## config.mk

```make
export PLATFORM = sky130hd
export DESIGN_NAME = flag_alu
export DESIGN_NICKNAME = d
export VERILOG_FILES = /design/src/rtl/falu_pkg.sv /design/src/rtl/falu_adder.sv /design/src/rtl/falu_logic.sv /design/src/rtl/falu_flagreg.sv /design/src/rtl/flag_alu.sv
export SDC_FILE = /design/constraint.sdc
export NUM_CORES = 1
export LEC_CHECK = 0
export ABC_CLOCK_PERIOD_IN_PS = 12000
export BUFFER_PORTS_ARGS = -buffer_cell sky130_fd_sc_hd__buf_2
export CAP_MARGIN = 10
export CORE_MARGIN = 1.5
export CORE_UTILIZATION = 48
export DETAILED_ROUTE_END_ITERATION = 8
export PLACE_DENSITY = 0.75
export SYNTH_ARGS = -nofsm -noshare
export SYNTH_HDL_FRONTEND = slang
export SYNTH_SLANG_ARGS = --single-unit
```

## constraint.sdc

```tcl
create_clock -name clk -period 12 [get_ports clk]
set_clock_uncertainty 0.15 [all_clocks]
set_input_delay 1.2 -clock clk [delete_from_list [all_inputs] [get_ports clk]]
set_output_delay 1.2 -clock clk [all_outputs]
set_load 0.05 [all_outputs]
```

## src/rtl/falu_pkg.sv

```systemverilog
package falu_pkg;
  localparam int DATA_W = 32;
  localparam int CODE_W = 5;
  localparam int FLAG_W = 4;
  localparam int FLG_N  = 3;
  localparam int FLG_Z  = 2;
  localparam int FLG_C  = 1;
  localparam int FLG_V  = 0;

  typedef enum logic [CODE_W-1:0] {
    OP_ADD  = 5'd0,
    OP_ADC  = 5'd1,
    OP_SUB  = 5'd2,
    OP_SBC  = 5'd3,
    OP_NEG  = 5'd4,
    OP_CMP  = 5'd5,
    OP_CMN  = 5'd6,
    OP_TST  = 5'd7,
    OP_AND  = 5'd8,
    OP_EOR  = 5'd9,
    OP_ORR  = 5'd10,
    OP_BIC  = 5'd11,
    OP_MVN  = 5'd12,
    OP_MOVI = 5'd13,
    OP_MUL  = 5'd14
  } op_e;

  localparam logic [CODE_W-1:0] LAST_CODE = 5'd14;

  typedef enum logic [1:0] {
    CLS_NONE  = 2'd0,
    CLS_ARITH = 2'd1,
    CLS_LOGIC = 2'd2
  } cls_e;
endpackage

```

## src/rtl/falu_adder.sv

```systemverilog
module falu_adder #(
  parameter int W = 32
) (
  input  logic [W-1:0] x,
  input  logic [W-1:0] y,
  input  logic         cin,
  output logic [W-1:0] sum,
  output logic         cout,
  output logic         ovf
);
  localparam int FW = W + 1;
  logic [FW-1:0] full;

  assign full = {1'b0, x} + {1'b0, y} + {{W{1'b0}}, cin};
  assign sum  = full[W-1:0];
  assign cout = full[W];
  // overflow: operands share a sign that the sum does not
  assign ovf  = (x[W-1] == y[W-1]) && (sum[W-1] != x[W-1]);
endmodule

```

## src/rtl/falu_logic.sv

```systemverilog
module falu_logic #(
  parameter int W = 32
) (
  input  falu_pkg::op_e op,
  input  logic [W-1:0]  a,
  input  logic [W-1:0]  b,
  output logic [W-1:0]  res
);
  import falu_pkg::*;
  logic [W-1:0] prod_lo;

  assign prod_lo = a * b;

  always_comb begin
    unique case (op)
      OP_TST,
      OP_AND:  res = a & b;
      OP_EOR:  res = a ^ b;
      OP_ORR:  res = a | b;
      OP_BIC:  res = a & ~b;
      OP_MVN:  res = ~b;
      OP_MOVI: res = b;
      OP_MUL:  res = prod_lo;
      default: res = '0;
    endcase
  end
endmodule

```

## src/rtl/falu_flagreg.sv

```systemverilog
module falu_flagreg #(
  parameter int FW = 4
) (
  input  logic          clk,
  input  logic          rst_n,
  input  logic          upd_en,
  input  logic [FW-1:0] flags_in,
  output logic [FW-1:0] flags_q
);
  always_ff @(posedge clk or negedge rst_n) begin
    if (!rst_n)      flags_q <= '0;
    else if (upd_en) flags_q <= flags_in;
  end

  p_idle_hold_r9: assert property (@(posedge clk) disable iff (!rst_n)
    !upd_en |=> flags_q == $past(flags_q));

  p_load_r9: assert property (@(posedge clk) disable iff (!rst_n)
    upd_en |=> flags_q == $past(flags_in));
endmodule

```

## src/rtl/flag_alu.sv

```systemverilog
module flag_alu #(
  parameter int DW = falu_pkg::DATA_W,
  parameter int CW = falu_pkg::CODE_W
) (
  input  logic          clk,
  input  logic          rst_n,
  input  logic          op_valid,
  input  logic [CW-1:0] op_code,
  input  logic [DW-1:0] opnd_a,
  input  logic [DW-1:0] opnd_b,
  output logic [DW-1:0] res_data,
  output logic          res_we,
  output logic [3:0]    flags_nxt,
  output logic [3:0]    flags_q
);
  import falu_pkg::*;

  op_e          op;
  cls_e         cls;
  logic         wr_res;
  logic [DW-1:0] add_x, add_y, add_sum, log_res, res_sel;
  logic         add_cin, add_cout, add_ovf;
  logic         n_bit, z_bit;

  assign op = op_e'(op_code);

  // operand steering for the shared adder
  always_comb begin
    add_x   = opnd_a;
    add_y   = opnd_b;
    add_cin = 1'b0;
    cls     = CLS_NONE;
    wr_res  = 1'b0;
    unique case (op)
      OP_ADD: begin cls = CLS_ARITH; wr_res = 1'b1; end
      OP_ADC: begin cls = CLS_ARITH; wr_res = 1'b1; add_cin = flags_q[FLG_C]; end
      OP_CMN: begin cls = CLS_ARITH; end
      OP_SUB: begin cls = CLS_ARITH; wr_res = 1'b1; add_y = ~opnd_b; add_cin = 1'b1; end
      OP_CMP: begin cls = CLS_ARITH; add_y = ~opnd_b; add_cin = 1'b1; end
      OP_SBC: begin cls = CLS_ARITH; wr_res = 1'b1; add_y = ~opnd_b; add_cin = flags_q[FLG_C]; end
      OP_NEG: begin cls = CLS_ARITH; wr_res = 1'b1; add_x = '0; add_y = ~opnd_b; add_cin = 1'b1; end
      OP_TST: begin cls = CLS_LOGIC; end
      OP_AND, OP_EOR, OP_ORR, OP_BIC, OP_MVN, OP_MOVI, OP_MUL: begin
        cls = CLS_LOGIC; wr_res = 1'b1;
      end
      default: ;
    endcase
  end

  falu_adder #(.W(DW)) u_adder (
    .x(add_x), .y(add_y), .cin(add_cin),
    .sum(add_sum), .cout(add_cout), .ovf(add_ovf)
  );

  falu_logic #(.W(DW)) u_logic (
    .op(op), .a(opnd_a), .b(opnd_b), .res(log_res)
  );

  assign res_sel = (cls == CLS_ARITH) ? add_sum : log_res;
  assign n_bit   = res_sel[DW-1];
  assign z_bit   = ~|res_sel;

  always_comb begin
    unique case (cls)
      CLS_ARITH: flags_nxt = {n_bit, z_bit, add_cout, add_ovf};
      CLS_LOGIC: flags_nxt = {n_bit, z_bit, flags_q[FLG_C], flags_q[FLG_V]};
      default:   flags_nxt = flags_q;
    endcase
  end

  assign res_we   = op_valid & wr_res;
  assign res_data = wr_res ? res_sel : '0;

  falu_flagreg #(.FW(4)) u_flags (
    .clk(clk), .rst_n(rst_n),
    .upd_en(op_valid && (cls != CLS_NONE)),
    .flags_in(flags_nxt), .flags_q(flags_q)
  );

  p_we_needs_valid_r12: assert property (@(posedge clk) disable iff (!rst_n)
    !op_valid |-> !res_we);

  p_compare_no_write_r6: assert property (@(posedge clk) disable iff (!rst_n)
    (op_code == 5'd5 || op_code == 5'd6 || op_code == 5'd7) |-> !res_we);

  p_logic_keeps_cv_r7: assert property (@(posedge clk) disable iff (!rst_n)
    (op_valid && op_code >= 5'd7 && op_code <= LAST_CODE)
      |=> flags_q[1:0] == $past(flags_q[1:0]));

  p_unused_inert_r11: assert property (@(posedge clk) disable iff (!rst_n)
    (op_valid && op_code > LAST_CODE) |-> !res_we ##1 flags_q == $past(flags_q));
endmodule

```

==> results.yml, run 1 <==
setup_path:
  cp_max_fo: 10
  r2r_slack_ns: 7.33
  startpoint_type: "input pin"
  endpoint_kind: "output port"
  required_ns: 10.65
  r2r_start: "u_flags.flags_q[1]$_DFFE_PN0P_"
  reg2reg_to: "u_flags.flags_q[2]$_DFFE_PN0P_"
  path_common_cell: "fa_1"
  critPathKind: "in -> out"
  cpMaxStageDelayCell: "clkinv_1"
  crit_arrival_ns: 9.54
  critical-path-max-stage-delay_ns: 0.72
  r2r_cells: 18
timing:
  rsz0062_at_grt: "no"
  maxSlewViolCount: 0
  hold_violations: 0
  fmax_mhz: 91.8
  tns_ns: 0
  worstMarginPinSlew_ns: 1.01
  finalCritPeriodShare_pct: 90.8
  period_minus_slack_ns: 10.89
  setup_violations: 0
  max_slew_margin_pct: 32.3
layout:
  nNetsFinal: 3252
  largest_reg_flops: 4
  reg.largest.list: "u_flags.flags_q x4"
  drive_above_1_share_pct: 7.06
  fillCellCount: 4124
  regMostFlops: "u_flags.flags_q"
  syn_to_final_growth_pct: 4.44
  diodes: 0
clock_tree:
  cts_max_level: 1
  clock_sinks: 4
  insertion_delay_ns: 0.23
  post-cts-setup-buffer-count: 0
  cts_resized: 0
  cts_hold_buf: 0
  clock-root-buffer: "clkbuf_16"
  path_clk_slew_ns: 0.03
  clockBufferDepth: 2
  cts_made_buffers: 3
  cts_tree: "built"
synthesis:
  synth_ff_type: "dfrtp_1"
  syn_avg_cell_area_um2: 8.10
  synth_warnings: 0
  async_flop_share_pct: 100
  synth_seq_area_share_pct: 0.480
  synth_top_cell_area_share_pct: 39.3
  synth_edf_count: 0
  syn_area_um2: 20900
  synthTopCellsByCount: "410 x fa_1, 406 x nand2_1, 357 x inv_1"
  synth.net_count: 3265
  synth_seq_cells: 4
  yosysMostFrequentCell: "fa_1"
  synth_area_leaders: "fa_1 39%, ha_1 12%, nand2_1 7.3%"
  synthCells: 2578
  synth_top_area_cell: "fa_1"
  synth_cell_types: 98
placement:
  gp_congestion: 1.08
  io_buffer_count: 112
  dpl.hpwl_um: 60700
worst_hold_path:
  holdPathEnd: "u_flags.flags_q[0]$_DFFE_PN0P_"
  hold_class: "reg -> reg"
  min_path_cells: 1
  hp-start: "u_flags.flags_q[0]$_DFFE_PN0P_"
global_routing:
  grt_pass1_wl_um: 120000
  grt_usage_pct: 35.6
  grt_max_degree: 48
  antenna_found_initial: 1
  grt_overflow: 0
  grt_pass1_vias: 20100
run:
  drv_cap: 0
routing:
  drt_iter0_drc: 2029
  dr.pass1.iters: 6
  vias: 19400
  wl_um: 77400
  drcViolationCount: 0
  drt-vias-per-instance: 6.15
  antenna_left: 0
  avgRoutedWirePerCell_um: 24.6
floorplanning:
  dieArea_um2: 44700
  fp-row-count: 76
  fp.dieW_um: 212
  pin_count: 113
  initial_core_util_pct: 48.6
  core-area_um2: 43000
  die_h_um: 212
outcome:
  status: "finished, final reports clean"
## cell usage in the layout, fill, tap and decap left out, drive strengths merged, types with 8 or more instances in the layout
| master | n |
|---|---|
| a221oi | 18 |
| nor4 | 12 |
| buf | 131 |
| nor3b | 8 |
| nand2 | 407 |
| o211ai | 12 |
| nor2b | 19 |
| ha | 205 |
| o21ai | 80 |
| a31oi | 15 |
| a21oi | 79 |
| a21o | 20 |
| nand4 | 12 |
| nor3 | 24 |
| a211o | 8 |
| xnor2 | 112 |
| xor2 | 33 |
| o31ai | 11 |
| inv | 361 |
| and3 | 13 |
| o21a | 12 |
| nand3 | 21 |
| o22ai | 12 |
| nand2b | 18 |
| clkinv | 24 |
| o221ai | 9 |
| a22oi | 8 |
| nor2 | 296 |
| a2111oi | 8 |
| a211oi | 22 |
| fa | 410 |
## final cells by class
type / count / area [µm²] / share of cell area (%)
Inverter: 385 / 1450 / 6.63
Timing Repair Buffer: 131 / 703 / 3.23
Clock buffer: 3 / 75.1 / 0.344
Multi-Input combinational cell: 2040 / 18700 / 86.0
Tap cell: 585 / 732 / 3.36
Sequential cell: 4 / 100 / 0.459
## metrics by stage
stage	cell area [µm²]	instances	hold slack, ns	setup WS [ns]	util, %
after floorplan	20900	2578	0.647	1.74	-
after detailed placement	21700	3145	0.371	1.33	50.5
after global placement	21700	3145	0.356	1.34	50.5
after global routing	21800	3148	0.421	0.541	50.7
final	21800	3148	0.386	1.11	50.7
after CTS	21800	3148	0.381	1.24	50.7
## layer usage
layer	GRT usage (%)	vias up	routed length, µm
met3	6.73	298	8850
met1	47.0	9562	29400
met5	0	-	0
li1	-	8240	-
met4	21.4	0	6030
met2	54.5	1272	33100
## cell families (layout without fill, tap and decap cells)
kind of cell,after synthesis,after routing,share of synthesized area [%]
xor gates and xnor gates,146,146,6.19
buffers and inverters,534,519,9.89
AOI/OAI and AO/OA,388,388,13.0
adders and majority gates,615,615,51.6
DFF,4,4,0.480
muxes,12,12,0.629
and+or+nand+nor,879,879,18.2
## how the worst max path moves through the flow
stage | slack [ns] | endpoint | start | depth (start not counted)
6_report | 1.11 | flags_nxt[2] | opnd_a[3] | 29
5_1_grt | 0.54 | flags_nxt[2] | opnd_a[3] | 29
4_1_cts | 1.24 | flags_nxt[2] | opnd_a[2] | 29
3_5_place_dp | 1.33 | flags_nxt[2] | opnd_a[2] | 29
3_3_place_gp | 1.34 | flags_nxt[2] | opnd_a[2] | 29
2_1_floorplan | 1.74 | flags_nxt[3] | opnd_b[5] | 25
## critical path, delay by kind of cell
kind	cells	cell delay [ns]
buf+inv	8	1.84
simple gates	7	1.38
fa+ha+maj	9	3.82
compound gates	5	1.28
Power of run 1 is not shown: default switching activity piles up to over one toggle a cycle in this logic, so the estimate is an artifact.
==> run 2: changes to the inputs <==
ABC_CLOCK_PERIOD_IN_PS = 11100   (was 12000)
clock period = 11.1 ns   (was 12 ns; I/O delays follow)
==> run 2 against run 1 <==
  * Non-clock buffer count grew 31
  * Flip-flop and latch count is the same
  * Critical path depth is the same
  * Routed wire length grew 4.5%
  * Via count grew 0.41%
  * Cell count grew 1.0%
  * Global-route usage grew 1.5 points
  * First-iteration DRC count shrank 7.1%
  * Critical path type unchanged
  * Highest routed layer is now met5
==> results.yml, run 2 (synthesized netlist as in run 1, its figures left out) <==
timing:
  worstMarginPinSlew_ns: 1.34
  tns_ns: 0
  finalCritPeriodShare_pct: 94.7
  setup_violations: 0
  fmax_mhz: 95.2
  period_minus_slack_ns: 10.51
  maxSlewViolCount: 0
  rsz0062_at_grt: "no"
  max_slew_margin_pct: 8.77
  hold_violations: 0
routing:
  drt-vias-per-instance: 6.11
  wl_um: 80900
  avgRoutedWirePerCell_um: 25.4
  drt_iter0_drc: 1884
  antenna_left: 0
  drcViolationCount: 0
  vias: 19500
  dr.pass1.iters: 6
clock_tree:
  clock_sinks: 4
  clockBufferDepth: 2
  post-cts-setup-buffer-count: 0
  path_clk_slew_ns: 0.03
  cts_made_buffers: 3
  insertion_delay_ns: 0.23
  clock-root-buffer: "clkbuf_16"
  cts_tree: "built"
  cts_hold_buf: 0
  cts_max_level: 1
  cts_resized: 0
global_routing:
  gr-usage-met1_pct: 48.1
  busiest_layer: "met2"
  antenna_found_initial: 3
  grtUsageMet3_pct: 8.54
  grt_max_degree: 48
  grt_overflow: 0
  grt_pass1_wl_um: 123000
  grt_usage_pct: 37.2
  met2_usage_pct: 56.8
  grt_pass1_vias: 20000
layout:
  layout_common_cells: "410 x fa_1, 405 x nand2_1, 357 x inv_1, 296 x nor2_1, 204 x ha_1"
  final_common_cell: "fa_1"
  nNetsFinal: 3283
  syn_to_final_growth_pct: 5.58
  reg.largest.list: "u_flags.flags_q x4"
  stdcell_area_um2: 22000
  drive_above_1_share_pct: 8.17
  largest_reg_flops: 4
  regMostFlops: "u_flags.flags_q"
floorplanning:
  dieArea_um2: 44700
  fp.dieW_um: 212
  pin_count: 113
  fp-row-count: 76
  core-area_um2: 43000
  die_h_um: 212
  initial_core_util_pct: 48.6
setup_path:
  critical-path-max-stage-delay_ns: 0.55
  cp_max_fo: 19
  setup.worst_path.end: "flags_nxt[2]"
  r2r_slack_ns: 6.23
  required_ns: 9.84
  endpoint_kind: "output port"
  critPathKind: "in -> out"
  reg2reg_to: "u_flags.flags_q[2]$_DFFE_PN0P_"
  startpoint: "opnd_b[11]"
  crit_arrival_ns: 9.25
  startpoint_type: "input pin"
  r2r_start: "u_flags.flags_q[1]$_DFFE_PN0P_"
  cpMaxStageDelayCell: "clkinv_1"
  path_common_cell: "fa_1"
  r2r_cells: 18
outcome:
  status: "finished, final reports clean"
placement:
  dpl.hpwl_um: 65300
  place_area_um2: 22000
  io_buffer_count: 112
  gp_congestion: 1.04
run:
  drv_cap: 0
worst_hold_path:
  hold_class: "reg -> reg"
## run 2: changes by cell type in the layout (fill, tap and decap cells not counted)
cell     before  now
buf_4        19   50
diode_2       0    2
## run 2: how the worst min path moves through the flow
stage | depth (start not counted) | to | startpoint | slack (ns)
3_5_place_dp | 1 | u_flags.flags_q[0]$_DFFE_PN0P_ | u_flags.flags_q[0]$_DFFE_PN0P_ | 0.38
5_1_grt | 1 | u_flags.flags_q[0]$_DFFE_PN0P_ | u_flags.flags_q[0]$_DFFE_PN0P_ | 0.42
2_1_floorplan | 2 | u_flags.flags_q[2]$_DFFE_PN0P_ | u_flags.flags_q[2]$_DFFE_PN0P_ | 0.65
3_3_place_gp | 1 | u_flags.flags_q[0]$_DFFE_PN0P_ | u_flags.flags_q[0]$_DFFE_PN0P_ | 0.36
4_1_cts | 1 | u_flags.flags_q[0]$_DFFE_PN0P_ | u_flags.flags_q[0]$_DFFE_PN0P_ | 0.39
6_report | 1 | u_flags.flags_q[0]$_DFFE_PN0P_ | u_flags.flags_q[0]$_DFFE_PN0P_ | 0.39
## run 2: cell type report
| class | count | area [µm²] |
|---|---|---|
| diodes | 2 | 5.00 |
| repair buffers | 162 | 936 |
| inverters | 385 | 1450 |
| well taps | 585 | 732 |
| flip-flops and latches | 4 | 100 |
| fillers | 4191 | 20900 |
| multi-input cells | 2040 | 18700 |
| clock buffers | 3 | 75.1 |
## run 2: per-layer routing
metal | part of all wire, % | up-vias | wire length [µm]
li1 | - | 8305 | -
met1 | 38 | 9630 | 30700
met2 | 43 | 1239 | 34900
met3 | 11 | 275 | 9050
met4 | 7.6 | 2 | 6170
met5 | 0.017 | - | 14
## run 2: per-stage QoR
stage / utilization, % / hold WS [ns] / setup WS (ns) / std cells
finish: 51.3 / 0.392 / 0.594 / 3181
global route: 51.3 / 0.423 / 0.246 / 3179
CTS: 51.3 / 0.393 / 0.697 / 3179
detailed placement: 51.1 / 0.382 / 0.766 / 3176
global placement: 51.1 / 0.359 / 0.749 / 3176
floorplan: - / 0.647 / 1.02 / 2578
## run 2: worst max-delay path, delay by kind of cell
kind,cells,cell delay [ns]
buf+inv,8,1.84
compound gates,4,0.95
simple gates,8,1.88
fa+ha+maj,9,3.42
Power of run 2 is left out for the same reason.
